$ cat config.mk
export PLATFORM = sky130hd
export DESIGN_NAME = bplane_period_est
export DESIGN_NICKNAME = d
export VERILOG_FILES = /design/src/rtl/bpe_pkg.sv /design/src/rtl/bpe_divider.sv /design/src/rtl/bpe_floor_unit.sv /design/src/rtl/bpe_smoother.sv /design/src/rtl/bplane_period_est.sv
export SDC_FILE = /design/constraint.sdc
export NUM_CORES = 1
export LEC_CHECK = 0
export BUFFER_PORTS_ARGS = -buffer_cell sky130_fd_sc_hd__buf_4
export CORE_UTILIZATION = 60
export CTS_CLUSTER_DIAMETER = 100
export CTS_CLUSTER_SIZE = 8
export DETAILED_ROUTE_END_ITERATION = 8
export GPL_TIMING_DRIVEN = 0
export PLACE_DENSITY = 0.86
export SLEW_MARGIN = 40
export SYNTH_ARGS = -nofsm -noshare
export SYNTH_HDL_FRONTEND = slang
export SYNTH_SLANG_ARGS = --single-unit
$ cat constraint.sdc
create_clock -name clk -period 11.8 [get_ports clk]
set_clock_uncertainty 0.1 [all_clocks]
set_input_delay 3.54 -clock clk [delete_from_list [all_inputs] [get_ports clk]]
set_output_delay 3.54 -clock clk [all_outputs]
set_load 0.05 [all_outputs]
$ cat src/rtl/bpe_pkg.sv
package bpe_pkg;

  typedef enum logic [0:0] {
    DIV_IDLE = 1'b0,
    DIV_RUN  = 1'b1
  } div_state_e;

  // Clamp a requested count into 1..hi
  function automatic int clamp_count(int v, int hi);
    if (v < 1) return 1;
    else if (v > hi) return hi;
    else return v;
  endfunction

endpackage

$ cat src/rtl/bpe_divider.sv
module bpe_divider #(
  parameter int W = 32
) (
  input  logic         clk,
  input  logic         rst_n,
  input  logic         start,
  input  logic [W-1:0] dividend,
  input  logic [W-1:0] divisor,
  output logic         done,
  output logic [W-1:0] quotient
);
  import bpe_pkg::*;

  localparam int CW = $clog2(W + 1);

  div_state_e   st_q;
  logic [W-1:0] rem_q, quo_q, dsr_q;
  logic [CW-1:0] cnt_q;
  logic [W:0]   shifted, diff;

  assign shifted  = {rem_q, quo_q[W-1]};
  assign diff     = shifted - {1'b0, dsr_q};
  assign quotient = quo_q;

  always_ff @(posedge clk or negedge rst_n) begin
    if (!rst_n) begin
      st_q  <= DIV_IDLE;
      rem_q <= '0;
      quo_q <= '0;
      dsr_q <= '0;
      cnt_q <= '0;
      done  <= 1'b0;
    end else if (start) begin
      st_q  <= DIV_RUN;
      rem_q <= '0;
      quo_q <= dividend;
      dsr_q <= divisor;
      cnt_q <= CW'(W);
      done  <= 1'b0;
    end else if (st_q == DIV_RUN) begin
      if (!diff[W]) begin
        rem_q <= diff[W-1:0];
        quo_q <= {quo_q[W-2:0], 1'b1};
      end else begin
        rem_q <= shifted[W-1:0];
        quo_q <= {quo_q[W-2:0], 1'b0};
      end
      cnt_q <= cnt_q - CW'(1);
      if (cnt_q == CW'(1)) begin
        st_q <= DIV_IDLE;
        done <= 1'b1;
      end
    end else begin
      done <= 1'b0;
    end
  end

endmodule

$ cat src/rtl/bpe_floor_unit.sv
module bpe_floor_unit #(
  parameter int FREQ_W       = 32,
  parameter int PER_W        = 32,
  parameter int MAX_PLANES   = 8,
  parameter int MAX_ROWPAIRS = 32,
  parameter int REFRESH_CAP  = 250,
  parameter int PLAT_MIN     = 20,
  parameter int PL_W         = 4,
  parameter int RP_W         = 6
) (
  input  logic              clk,
  input  logic              rst_n,
  input  logic              cfg_start,
  input  logic [FREQ_W-1:0] hz,
  input  logic [PL_W-1:0]   planes_raw,
  input  logic [RP_W-1:0]   rows_raw,
  output logic              ready,
  output logic [PER_W-1:0]  floor_val,
  output logic [PL_W-1:0]   planes_eff
);
  import bpe_pkg::*;

  logic [PL_W-1:0]       pe;
  logic [RP_W-1:0]       re;
  logic [MAX_PLANES:0]   weight_sum;
  logic [FREQ_W-1:0]     divisor;
  logic                  div_done;
  logic [FREQ_W-1:0]     quot;
  logic [PER_W-1:0]      quot_fit;
  logic [PER_W-1:0]      floor_next;

  assign pe = PL_W'(clamp_count(int'(planes_raw), MAX_PLANES));
  assign re = RP_W'(clamp_count(int'(rows_raw), MAX_ROWPAIRS));
  assign weight_sum = ({{MAX_PLANES{1'b0}}, 1'b1} << pe) - {{MAX_PLANES{1'b0}}, 1'b1};
  // Nested truncating divisions equal one division by the product
  assign divisor = FREQ_W'(REFRESH_CAP) * FREQ_W'(re) * FREQ_W'(weight_sum);

  bpe_divider #(.W(FREQ_W)) u_div (
    .clk      (clk),
    .rst_n    (rst_n),
    .start    (cfg_start),
    .dividend (hz),
    .divisor  (divisor),
    .done     (div_done),
    .quotient (quot)
  );

  generate
    if (FREQ_W > PER_W) begin : g_sat
      assign quot_fit = (|quot[FREQ_W-1:PER_W]) ? '1 : quot[PER_W-1:0];
    end else begin : g_ext
      assign quot_fit = PER_W'(quot);
    end
  endgenerate

  assign floor_next = (quot_fit < PER_W'(PLAT_MIN)) ? PER_W'(PLAT_MIN) : quot_fit;

  always_ff @(posedge clk or negedge rst_n) begin
    if (!rst_n) begin
      ready      <= 1'b0;
      floor_val  <= '0;
      planes_eff <= '0;
    end else if (cfg_start) begin
      ready      <= 1'b0;
      planes_eff <= pe;
    end else if (div_done) begin
      ready     <= 1'b1;
      floor_val <= floor_next;
    end
  end

endmodule

$ cat src/rtl/bpe_smoother.sv
module bpe_smoother #(
  parameter int PER_W = 32,
  parameter int WID_W = 16
) (
  input  logic             clk,
  input  logic             rst_n,
  input  logic             seed_load,
  input  logic [WID_W-1:0] width_cols,
  input  logic             upd,
  input  logic [PER_W-1:0] elapsed,
  input  logic [PER_W-1:0] floor_val,
  output logic [PER_W-1:0] est
);
  localparam int AW = PER_W + 4;

  logic [WID_W+2:0] seed;
  logic [AW-1:0]    acc;
  logic [PER_W-1:0] filt, clamped;

  assign seed    = {3'b000, width_cols} * (WID_W + 3)'(5);
  assign acc     = ({4'b0000, est} << 3) - {4'b0000, est} + {4'b0000, elapsed};
  assign filt    = acc[PER_W+2:3];
  assign clamped = (filt < floor_val) ? floor_val : filt;

  always_ff @(posedge clk or negedge rst_n) begin
    if (!rst_n)         est <= '0;
    else if (seed_load) est <= PER_W'(seed);
    else if (upd)       est <= clamped;
  end

endmodule

$ cat src/rtl/bplane_period_est.sv
module bplane_period_est #(
  parameter int FREQ_W       = 32,
  parameter int PER_W        = 32,
  parameter int WID_W        = 16,
  parameter int MAX_PLANES   = 8,
  parameter int MAX_ROWPAIRS = 32,
  parameter int REFRESH_CAP  = 250,
  parameter int PLAT_MIN     = 20,
  localparam int PL_W  = $clog2(MAX_PLANES + 1),
  localparam int RP_W  = $clog2(MAX_ROWPAIRS + 1),
  localparam int TAG_W = (MAX_PLANES > 1) ? $clog2(MAX_PLANES) : 1
) (
  input  logic              clk,
  input  logic              rst_n,
  input  logic              cfg_start,
  input  logic [FREQ_W-1:0] cfg_timer_hz,
  input  logic [PL_W-1:0]   cfg_planes,
  input  logic [RP_W-1:0]   cfg_rowpairs,
  input  logic [WID_W-1:0]  cfg_width,
  output logic              cfg_ready,
  input  logic              meas_valid,
  output logic              meas_ready,
  input  logic [PER_W-1:0]  meas_elapsed,
  input  logic [TAG_W-1:0]  meas_prev_plane,
  output logic [PER_W-1:0]  base_period,
  output logic [PER_W-1:0]  floor_period
);

  logic [PL_W-1:0] planes_eff;
  logic            zero_done;
  logic            take;

  bpe_floor_unit #(
    .FREQ_W(FREQ_W), .PER_W(PER_W), .MAX_PLANES(MAX_PLANES),
    .MAX_ROWPAIRS(MAX_ROWPAIRS), .REFRESH_CAP(REFRESH_CAP),
    .PLAT_MIN(PLAT_MIN), .PL_W(PL_W), .RP_W(RP_W)
  ) u_floor (
    .clk        (clk),
    .rst_n      (rst_n),
    .cfg_start  (cfg_start),
    .hz         (cfg_timer_hz),
    .planes_raw (cfg_planes),
    .rows_raw   (cfg_rowpairs),
    .ready      (cfg_ready),
    .floor_val  (floor_period),
    .planes_eff (planes_eff)
  );

  assign meas_ready = cfg_ready;
  // Plane 0 finished showing when plane 1 was the one loaded last,
  // or when there is only a single plane
  assign zero_done  = (planes_eff == PL_W'(1)) || (meas_prev_plane == TAG_W'(1));
  assign take       = meas_valid && meas_ready && zero_done;

  bpe_smoother #(.PER_W(PER_W), .WID_W(WID_W)) u_smooth (
    .clk        (clk),
    .rst_n      (rst_n),
    .seed_load  (cfg_start),
    .width_cols (cfg_width),
    .upd        (take),
    .elapsed    (meas_elapsed),
    .floor_val  (floor_period),
    .est        (base_period)
  );

endmodule

==> results.txt, run 1 <==
Synth Register Bits: 163
Largest net degree at the start of global routing: 59
Site row count: 61
Syn Area/Cell: 8.59 sq um
First-pass GRT wire length: 77.7 mm
Area of the die: 28800 sq um
Most frequent cells in the layout: inv_1, nor2_1, ha_1, buf_4, dfrtp_1
Number of clock sinks: 163
Worst hold start: u_floor.u_div.dsr_q[19]$_DFFE_PN0P_
RSZ-0062 raised after global routing: true
Total CTS buffers: 17
CP Data Required Time: 12.02 ns
Number of routed nets with antenna violations: 0
Yosys warns: 0
Root buffer cell: clkbuf_16
Detailed-route DRC error count: 0
Vias in the first global route: 15500
Leading register cell type out of synthesis: dfrtp_1
Sequential cell area fraction in the yosys report: 0.241
GP Congestion: 0.983
Clock tree from TritonCTS: yes
Worst-Skew Late Latency: 0.44 ns
Critical Path Max Stage Delay: 0.57 ns
Die extent in y: 170 um
CP Max Fanout: 8
Worst R2R Setup Slack: 4.65 ns
Die Wd: 170 um
Area growth, synth to finish: 14.8%
Initial antenna violation count: 0
Critical path startpoint category: primary input
Initial DRC Count: 1374
Starting density of the core: 0.608
Cell Area, Synth: 16900 sq um
CTS H-tree lvls: 4
Max Cap Viol: 0
Crit-path slowest cell: fa_1
Buffers on Ports: 160
Post-DP HPWL: 38.2 mm
First-pass DRT Iterations: 8
Hold EP: u_floor.u_div.dsr_q[19]$_DFFE_PN0P_
Fillers: 2132
Post-synthesis cell type count: 67
Final setup violation count: 0
Routed len/inst: 19.1 um
# diodes: 0
R2R depth: 23
Crit path DAT: 11.71 ns
Slew @ Worst Pin: 0.886 ns
Maximum clock rate: 87.0 MHz
Hold_buf cts: 0
Clk buf depth: 2
EDFF count, synth: 0
FF/Latch Area: 4080 sq um
Total GRT Usage: 0.346
Vias/cell: 5.99
CP most frequent cell: fa_1
Worst Hold Class: reg -> reg
Fin crit share: 0.974
Final hold viol count: 0
Commonest non-fill, non-tap cell in the layout: inv_1
Worst R2R End: u_smooth.est[14]$_DFFE_PN0P_
Routed via count: 15200
Multi-input gate area: 11500 sq um
Nets: 2553
Worst path top cell family by delay: adder cells
Detailed Route WL: 48.5 mm
Post-synthesis cell count: 1967
Total grt overflow: 0
Share of cells above drive strength 1: 0.122
R2r startpoint: u_smooth.est[2]$_DFFE_PN0P_
Worst path bufs/invs: 7
Clock slew at reported path FFs: 0.07 ns
Async SR Flop Fraction: 1.00
Synthesized net count: 2366
Worst hold path depth: 1
Status: finished, final reports clean
Boundary pin count: 163
Slew Limit Fails: 0
Period minus WS final: 11.49 ns
Max-slew headroom: 0.405
Critical path type: in -> reg
Core Box Area: 27800 sq um
Crit path capture type: register
Min Hold Slack: 0.428 ns
==> worst max-delay path by stage <==
| stage | from | end | depth (start not counted) | slack [ns] |
|---|---|---|---|---|
| 3_3_place_gp | cfg_rowpairs[4] | u_floor.u_div.dsr_q[22]$_DFFE_PN0P_ | 36 | -0.82 |
| 4_1_cts | cfg_rowpairs[4] | u_floor.u_div.dsr_q[22]$_DFFE_PN0P_ | 36 | 0.03 |
| 2_1_floorplan | cfg_rowpairs[4] | u_floor.u_div.dsr_q[22]$_DFFE_PN0P_ | 37 | 0.39 |
| 3_5_place_dp | cfg_rowpairs[4] | u_floor.u_div.dsr_q[22]$_DFFE_PN0P_ | 36 | -1.16 |
| 6_report | cfg_rowpairs[4] | u_floor.u_div.dsr_q[21]$_DFFE_PN0P_ | 34 | 0.31 |
| 5_1_grt | cfg_rowpairs[4] | u_floor.u_div.dsr_q[22]$_DFFE_PN0P_ | 34 | -0.02 |
==> metrics by stage <==
stage	TNS [ns]	setup WS (ns)	area [sq um]	utilization	instances
after global placement	-2.87	-0.822	18600	0.669	2505
after detailed placement	-5.43	-1.16	18600	0.671	2507
after CTS	0	0.0286	19300	0.694	2537
after global routing	-0.0191	-0.0191	19400	0.698	2542
after floorplan	0	0.392	16900	-	1967
final	0	0.310	19400	0.698	2542
==> worst reg2reg max path, cell delays in order, from the launching register on <==
cell       delay [ns]
dfrtp_1          0.39
inv_1            0.09
fa_1             0.51
inv_1            0.05
ha_1             0.34
a21oi_1          0.19
o31ai_1          0.14
nor4_1           0.28
o21ai_0          0.41
a2111oi_1        0.81
nor2_1           0.11
nor2_1           0.21
nor2b_1          0.09
nor2_1           0.13
xnor2_1          0.10
ha_1             0.29
nand2_1          0.09
or4_1            0.54
o31ai_1          0.37
a221o_1          0.27
clkbuf_1         0.62
clkbuf_1         0.45
o211ai_1         0.22
o2bb2ai_1        0.20
==> metal layers <==
layer	routed length, um	vias up	global-route usage
li1	-	6961	-
met1	18800	7460	0.429
met2	24100	667	0.594
met3	3500	143	0.0598
met4	2080	0	0.151
met5	0	-	0
==> what timing repair did <==
item                                    in CTS  in global routing
pin swaps                                    3                  4
endpoints found under the setup margin       5                  6
endpoints found under the hold margin        0                  0
resized for setup                            8                 14
setup buffers                                2                  5
==> flip-flops by register name, summed over array words and instances (netlist names), 4 cells and up <==
signal                  flops
u_floor.planes_eff          4
u_floor.u_div.dsr_q        22
u_floor.u_div.rem_q        32
u_floor.u_div.quotient     32
u_floor.u_div.cnt_q         6
u_floor.floor_val          32
u_smooth.est               32
==> cell families (layout without fill, tap and decap cells) <==
kind of cell	count (synthesis)	in the layout	share of synthesized area
muxes	73	73	0.0437
adders and majority gates	302	302	0.277
and+or+nand+nor	520	520	0.143
xor gates and xnor gates	89	89	0.0461
other	1	1	0.000222
AOI/OAI and AO/OA	432	432	0.162
buffers and inverters	387	584	0.0863
DFF	163	163	0.241
==> synth_stat cells (3+ instances only) <==
cell type,n,area [sq um]
a2111oi_0,3,26.3
a211o_1,9,78.8
a211oi_1,41,308
a21o_1,42,315
a21oi_1,100,500
a311oi_1,8,70.1
a31o_2,8,70.1
a31oi_1,7,43.8
and2_1,8,50.1
and3_1,6,37.5
buf_1,8,30.0
clkbuf_1,66,248
dfrtp_1,163,4080
fa_1,120,2400
ha_1,182,2280
inv_1,310,1160
mux2_2,6,67.6
mux2i_1,67,671
nand2_1,142,533
nand2b_1,27,169
nand3_1,17,85.1
nand3b_1,3,22.5
nand4_1,14,87.6
nor2_1,190,713
nor2b_1,29,181
nor3_1,22,110
nor3b_1,3,22.5
nor4_1,17,106
nor4b_1,4,35.0
o211ai_1,9,67.6
o21a_1,9,67.6
o21ai_0,139,696
o21bai_1,10,75.1
o31a_1,5,43.8
o31ai_1,14,105
or2_2,17,106
or3_1,9,56.3
or4_1,6,45.0
xnor2_1,60,526
xor2_1,29,254
==> final cells by class <==
type / instances / share of cell area
plain buffers: 76 / 0.0152
clock buffers: 19 / 0.0233
clock inverters: 10 / 0.00658
inverters: 310 / 0.0600
multi-input cells: 1417 / 0.592
flip-flops and latches: 163 / 0.210
well taps: 378 / 0.0244
repair buffers: 169 / 0.0678
Power of run 1 is not shown: default switching activity piles up to over one toggle a cycle in this logic, so the estimate is an artifact.
==> inputs of run 2 (changes only) <==
Settings changed: PLACE_DENSITY 0.86 to 0.81.
Clock period 11.8 ns to 13.8 ns, I/O delays scaled along.
==> results.txt, run 2 (synthesis results as in run 1) <==
Post_cts resized: 0 (-8)
Core Box Area: 27800 sq um (unchanged)
Worst Hold Class: reg -> reg
Maximum clock rate: 76.5 MHz
CTS H-tree lvls: 4 (unchanged)
First-pass DRT Iterations: 5 (-3)
# diodes: 0 (unchanged)
Slew Limit Fails: 0 (unchanged)
Area of the die: 28800 sq um (unchanged)
CP Data Required Time: 13.98 ns (+1.96 ns)
Root buffer cell: clkbuf_16
Starting density of the core: 0.608 (unchanged)
Worst R2R Setup Slack: 6.59 ns (+1.94 ns)
Number of clock sinks: 163 (unchanged)
GP Congestion: 0.916 (-6.8%)
Critical Path Max Stage Delay: 0.65 ns (+0.08 ns)
Detailed Route WL: 47.0 mm (-3.1%)
Area growth, synth to finish: 14.1%
Number of setup buffers added after CTS: 0 (-2)
Total GRT Usage: 0.335 (-0.0113)
RSZ-0062 raised after global routing: false
Routed len/inst: 18.5 um (-3.0%)
Die extent in y: 170 um (unchanged)
Final hold viol count: 0 (unchanged)
R2r startpoint: u_smooth.est[2]$_DFFE_PN0P_
Total CTS buffers: 17 (unchanged)
Crit path DAT: 13.25 ns (+1.54 ns)
Hold_buf cts: 0 (unchanged)
Clk buf depth: 2 (unchanged)
Crit. Startpoint: cfg_rowpairs[4]
Critical path type: in -> reg
Share of cells above drive strength 1: 0.112 (-0.00909)
Max Cap Viol: 0 (unchanged)
Period minus WS final: 13.07 ns
Site row count: 61 (unchanged)
Crit path capture type: register
First-pass GRT wire length: 75.1 mm (-3.3%)
Crit-path slowest cell: a2111oi_0
Most frequent cells in the layout: inv_1, nor2_1, ha_1, dfrtp_1, buf_4
Worst hold start: u_floor.u_div.dsr_q[19]$_DFFE_PN0P_
Nets: 2547 (-0.24%)
Status: finished, final reports clean
Critical path startpoint category: primary input
Max-slew headroom: 0.393 (-0.0117)
Largest net degree at the start of global routing: 64 (+8.5%)
Detailed-route DRC error count: 0 (unchanged)
Vias/cell: 5.88 (-1.9%)
Final setup violation count: 0 (unchanged)
Boundary pin count: 163 (unchanged)
Setup_tns: 0 ns (unchanged)
CP most frequent cell: fa_1
Clock slew at reported path FFs: 0.06 ns (about the same)
Clock tree from TritonCTS: yes
Post-DP HPWL: 37.6 mm (-1.5%)
Fin crit share: 0.947
Die Wd: 170 um (unchanged)
Worst-Skew Late Latency: 0.45 ns (about the same)
Routed via count: 14900 (-2.0%)
Slew @ Worst Pin: 0.906 ns (+0.0199 ns)
Initial DRC Count: 1222 (-11%)
Commonest non-fill, non-tap cell in the layout: inv_1
Number of routed nets with antenna violations: 0 (unchanged)
Initial antenna violation count: 0 (unchanged)
Total grt overflow: 0 (unchanged)
Vias in the first global route: 14800 (-4.7%)
Buffers on Ports: 160 (unchanged)
CP Max Fanout: 9 (+1)
[run 2: path summary, 6_finish.rpt]
kind,to,depth (start not counted)
worst max register to register,u_smooth.est[14]$_DFFE_PN0P_,23
min in group asynchronous,u_floor.u_div.dsr_q[21]$_DFFE_PN0P_,1
worst max-delay path,u_floor.u_div.dsr_q[22]$_DFFE_PN0P_,35
worst min register to register,u_floor.u_div.dsr_q[19]$_DFFE_PN0P_,1
worst min-delay path,u_floor.u_div.dsr_q[19]$_DFFE_PN0P_,1
max in group asynchronous,u_floor.floor_val[23]$_DFFE_PN0P_,2
[run 2: metal layers]
layer | share of wire | GRT usage | routed length (um) | up-vias
met5 | 0 | 0 | 0 | -
met4 | 0.031 | 0.111 | 1480 | 0
met3 | 0.068 | 0.0540 | 3190 | 101
met2 | 0.50 | 0.587 | 23400 | 589
met1 | 0.40 | 0.421 | 18900 | 7288
li1 | - | - | - | 6946
[run 2: cell type report]
type,instances,area [sq um]
multi-input combinational,1417,11400
clock buffer,23,488
inverter,310,1160
timing repair buffer,162,1260
clock inverter,9,118
buffer,77,299
sequential,163,4080
fill,2203,8490
tap,378,473
[run 2: through the flow]
| step | hold WS, ns | area [sq um] | utilization | setup WS (ns) | cells |
|---|---|---|---|---|---|
| floorplan | 0.353 | 16900 | - | 1.79 | 1967 |
| global placement | 0.383 | 18600 | 0.669 | 0.565 | 2505 |
| detailed placement | 0.404 | 18600 | 0.671 | 0.455 | 2507 |
| CTS | 0.418 | 19300 | 0.693 | 0.900 | 2539 |
| global route | 0.444 | 19300 | 0.694 | 0.273 | 2539 |
| finish | 0.414 | 19300 | 0.694 | 0.728 | 2539 |
[run 2: worst max-delay path: cells and delay by family]
kind | cells | cell delay (ns)
fa+ha+maj | 9 | 4.10
compound gates | 10 | 2.26
simple gates | 6 | 0.98
buf+inv | 8 | 0.88
xor+xnor | 2 | 0.86
Power of run 2 is left out for the same reason.
==> inputs of run 3 (changes only) <==
Settings changed: GPL_TIMING_DRIVEN 0 to unset.
Clock period 13.8 ns to 13.1 ns, I/O delays scaled along.
==> results.txt, run 3 (synthesis results as in run 1) <==
Critical path startpoint category: primary input
Most frequent cells in the layout: inv_1, nor2_1, ha_1, buf_4, dfrtp_1
Maximum clock rate: 82.0 MHz
Max-slew headroom: 0.455 (+0.0615)
Crit path capture type: register
Worst Hold Class: reg -> reg
Number of clock sinks: 163 (unchanged)
Area of the die: 28800 sq um (unchanged)
Core Box Area: 27800 sq um (unchanged)
Die extent in y: 170 um (unchanged)
Detailed Route WL: 41.6 mm (-11%)
Non-filler cells in the finished layout: 2480 (-2.3%)
Crit. Startpoint: cfg_rowpairs[4]
Post-DP HPWL: 32.1 mm (-15%)
Worst-Skew Late Latency: 0.45 ns (about the same)
Boundary pin count: 163 (unchanged)
Die Wd: 170 um (unchanged)
Number of routed nets with antenna violations: 0 (unchanged)
Status: finished, final reports clean
Routed len/inst: 16.8 um (-9.3%)
Slew Limit Fails: 0 (unchanged)
Hold_buf cts: 0 (unchanged)
Worst path top cell family by delay: adder cells
Area growth, synth to finish: 13.3%
Crit path DAT: 12.40 ns (-0.85 ns)
Share of cells above drive strength 1: 0.124 (+0.0112)
Root buffer cell: clkbuf_16
Crit-path slowest cell: a2111oi_0
Critical Path Max Stage Delay: 0.62 ns (-0.03 ns)
Worst path bufs/invs: 10 (+2)
R2r startpoint: u_smooth.est[2]$_DFFE_PN0P_
First-pass DRT Iterations: 6 (+1)
Site row count: 61 (unchanged)
GP Congestion: 0.933 (+1.9%)
Initial DRC Count: 1006 (-18%)
Placed insts: 2447 (-2.4%)
End-of-flow core utilization: 0.689 (-0.00500)
Period minus WS final: 12.20 ns
RSZ-0062 raised after global routing: false
Starting density of the core: 0.608 (unchanged)
Final instance area: 19200 sq um (-0.72%)
Clock tree from TritonCTS: yes
Fin crit share: 0.931
Max Cap Viol: 0 (unchanged)
Largest net degree at the start of global routing: 95 (+48%)
Vias in the first global route: 14300 (-3.4%)
Buffers on Ports: 162 (+1.3%)
Final setup violation count: 0 (unchanged)
Worst hold start: u_floor.planes_eff[2]$_DFFE_PN0P_
Routed via count: 14400 (-3.7%)
Clk buf depth: 2 (unchanged)
Vias/cell: 5.79 (-1.5%)
Initial antenna violation count: 1 (+1)
Clock slew at reported path FFs: 0.07 ns (about the same)
CTS H-tree lvls: 4 (unchanged)
Slew @ Worst Pin: 0.815 ns (-0.0911 ns)
Post_cts resized: 0 (unchanged)
First-pass GRT wire length: 68.4 mm (-8.9%)
Total CTS buffers: 17 (unchanged)
# diodes: 0 (unchanged)
Final hold viol count: 0 (unchanged)
Critical path type: in -> reg
Number of setup buffers added after CTS: 0 (unchanged)
Commonest non-fill, non-tap cell in the layout: inv_1
CP Max Fanout: 9 (unchanged)
Detailed-route DRC error count: 0 (unchanged)
Nets: 2488 (-2.3%)
Total GRT Usage: 0.296 (-0.0388)
CP most frequent cell: inv_1
Placed Area: 18500 sq um (-0.87%)
CP Data Required Time: 13.30 ns (-0.68 ns)
Setup_tns: 0 ns (unchanged)
Total grt overflow: 0 (unchanged)
-- run 3: metal layers --
layer / part of all wire / track usage
met4: 0.029 / 0.101
met2: 0.50 / 0.520
met1: 0.43 / 0.376
met5: 0.00022 / 0
met3: 0.045 / 0.0388
-- run 3: area by class of cell --
cell class,instances,area [sq um]
Timing Repair Buffer,180,1410
Clock buffer,17,425
Tap cell,378,473
Multi-Input combinational cell,1417,11400
Fill cell,2207,8630
Clock inverter,15,200
Inverter,310,1160
Sequential cell,163,4080
-- run 3: path summary, 6_finish.rpt --
check,endpoint,slack (ns),depth (start not counted)
min in group asynchronous,u_smooth.est[4]$_DFFE_PN0P_,3.23,1
hold / removal,u_floor.planes_eff[2]$_DFFE_PN0P_,0.40,2
setup reg to reg,u_smooth.est[5]$_DFFE_PN0P_,6.12,24
setup / recovery,u_floor.u_div.dsr_q[22]$_DFFE_PN0P_,0.90,38
max in group asynchronous,u_smooth.est[20]$_DFFE_PN0P_,8.37,3
hold reg to reg,u_floor.planes_eff[2]$_DFFE_PN0P_,0.40,2
-- run 3: worst register-to-register path, stage by stage (launching register included) --
cell and delay, ns:
dfrtp_1 0.38, inv_1 0.09, fa_1 0.51, inv_1 0.04, ha_1 0.34, a21oi_1 0.20, o31ai_1 0.15, nor4_1 0.33
o21ai_0 0.15, buf_4 0.18, a2111oi_1 0.66, nor2_1 0.08, nor2_1 0.18, nor2b_1 0.09, nor2_1 0.14, xnor2_1 0.10
ha_1 0.28, nand2_1 0.08, or4_1 0.53, o31ai_1 0.38, a221o_2 0.75, buf_4 0.37, mux2_2 0.38, a211oi_1 0.26
a21oi_1 0.07
-- run 3: per-stage QoR --
step / setup slack [ns] / hold WS, ns
2_1_floorplan: 1.30 / 0.353
3_3_place_gp: 0.741 / 0.377
3_5_place_dp: 0.510 / 0.395
4_1_cts: 0.959 / 0.412
5_1_grt: 0.231 / 0.438
6_report: 0.900 / 0.404
Power of run 3 is left out for the same reason.
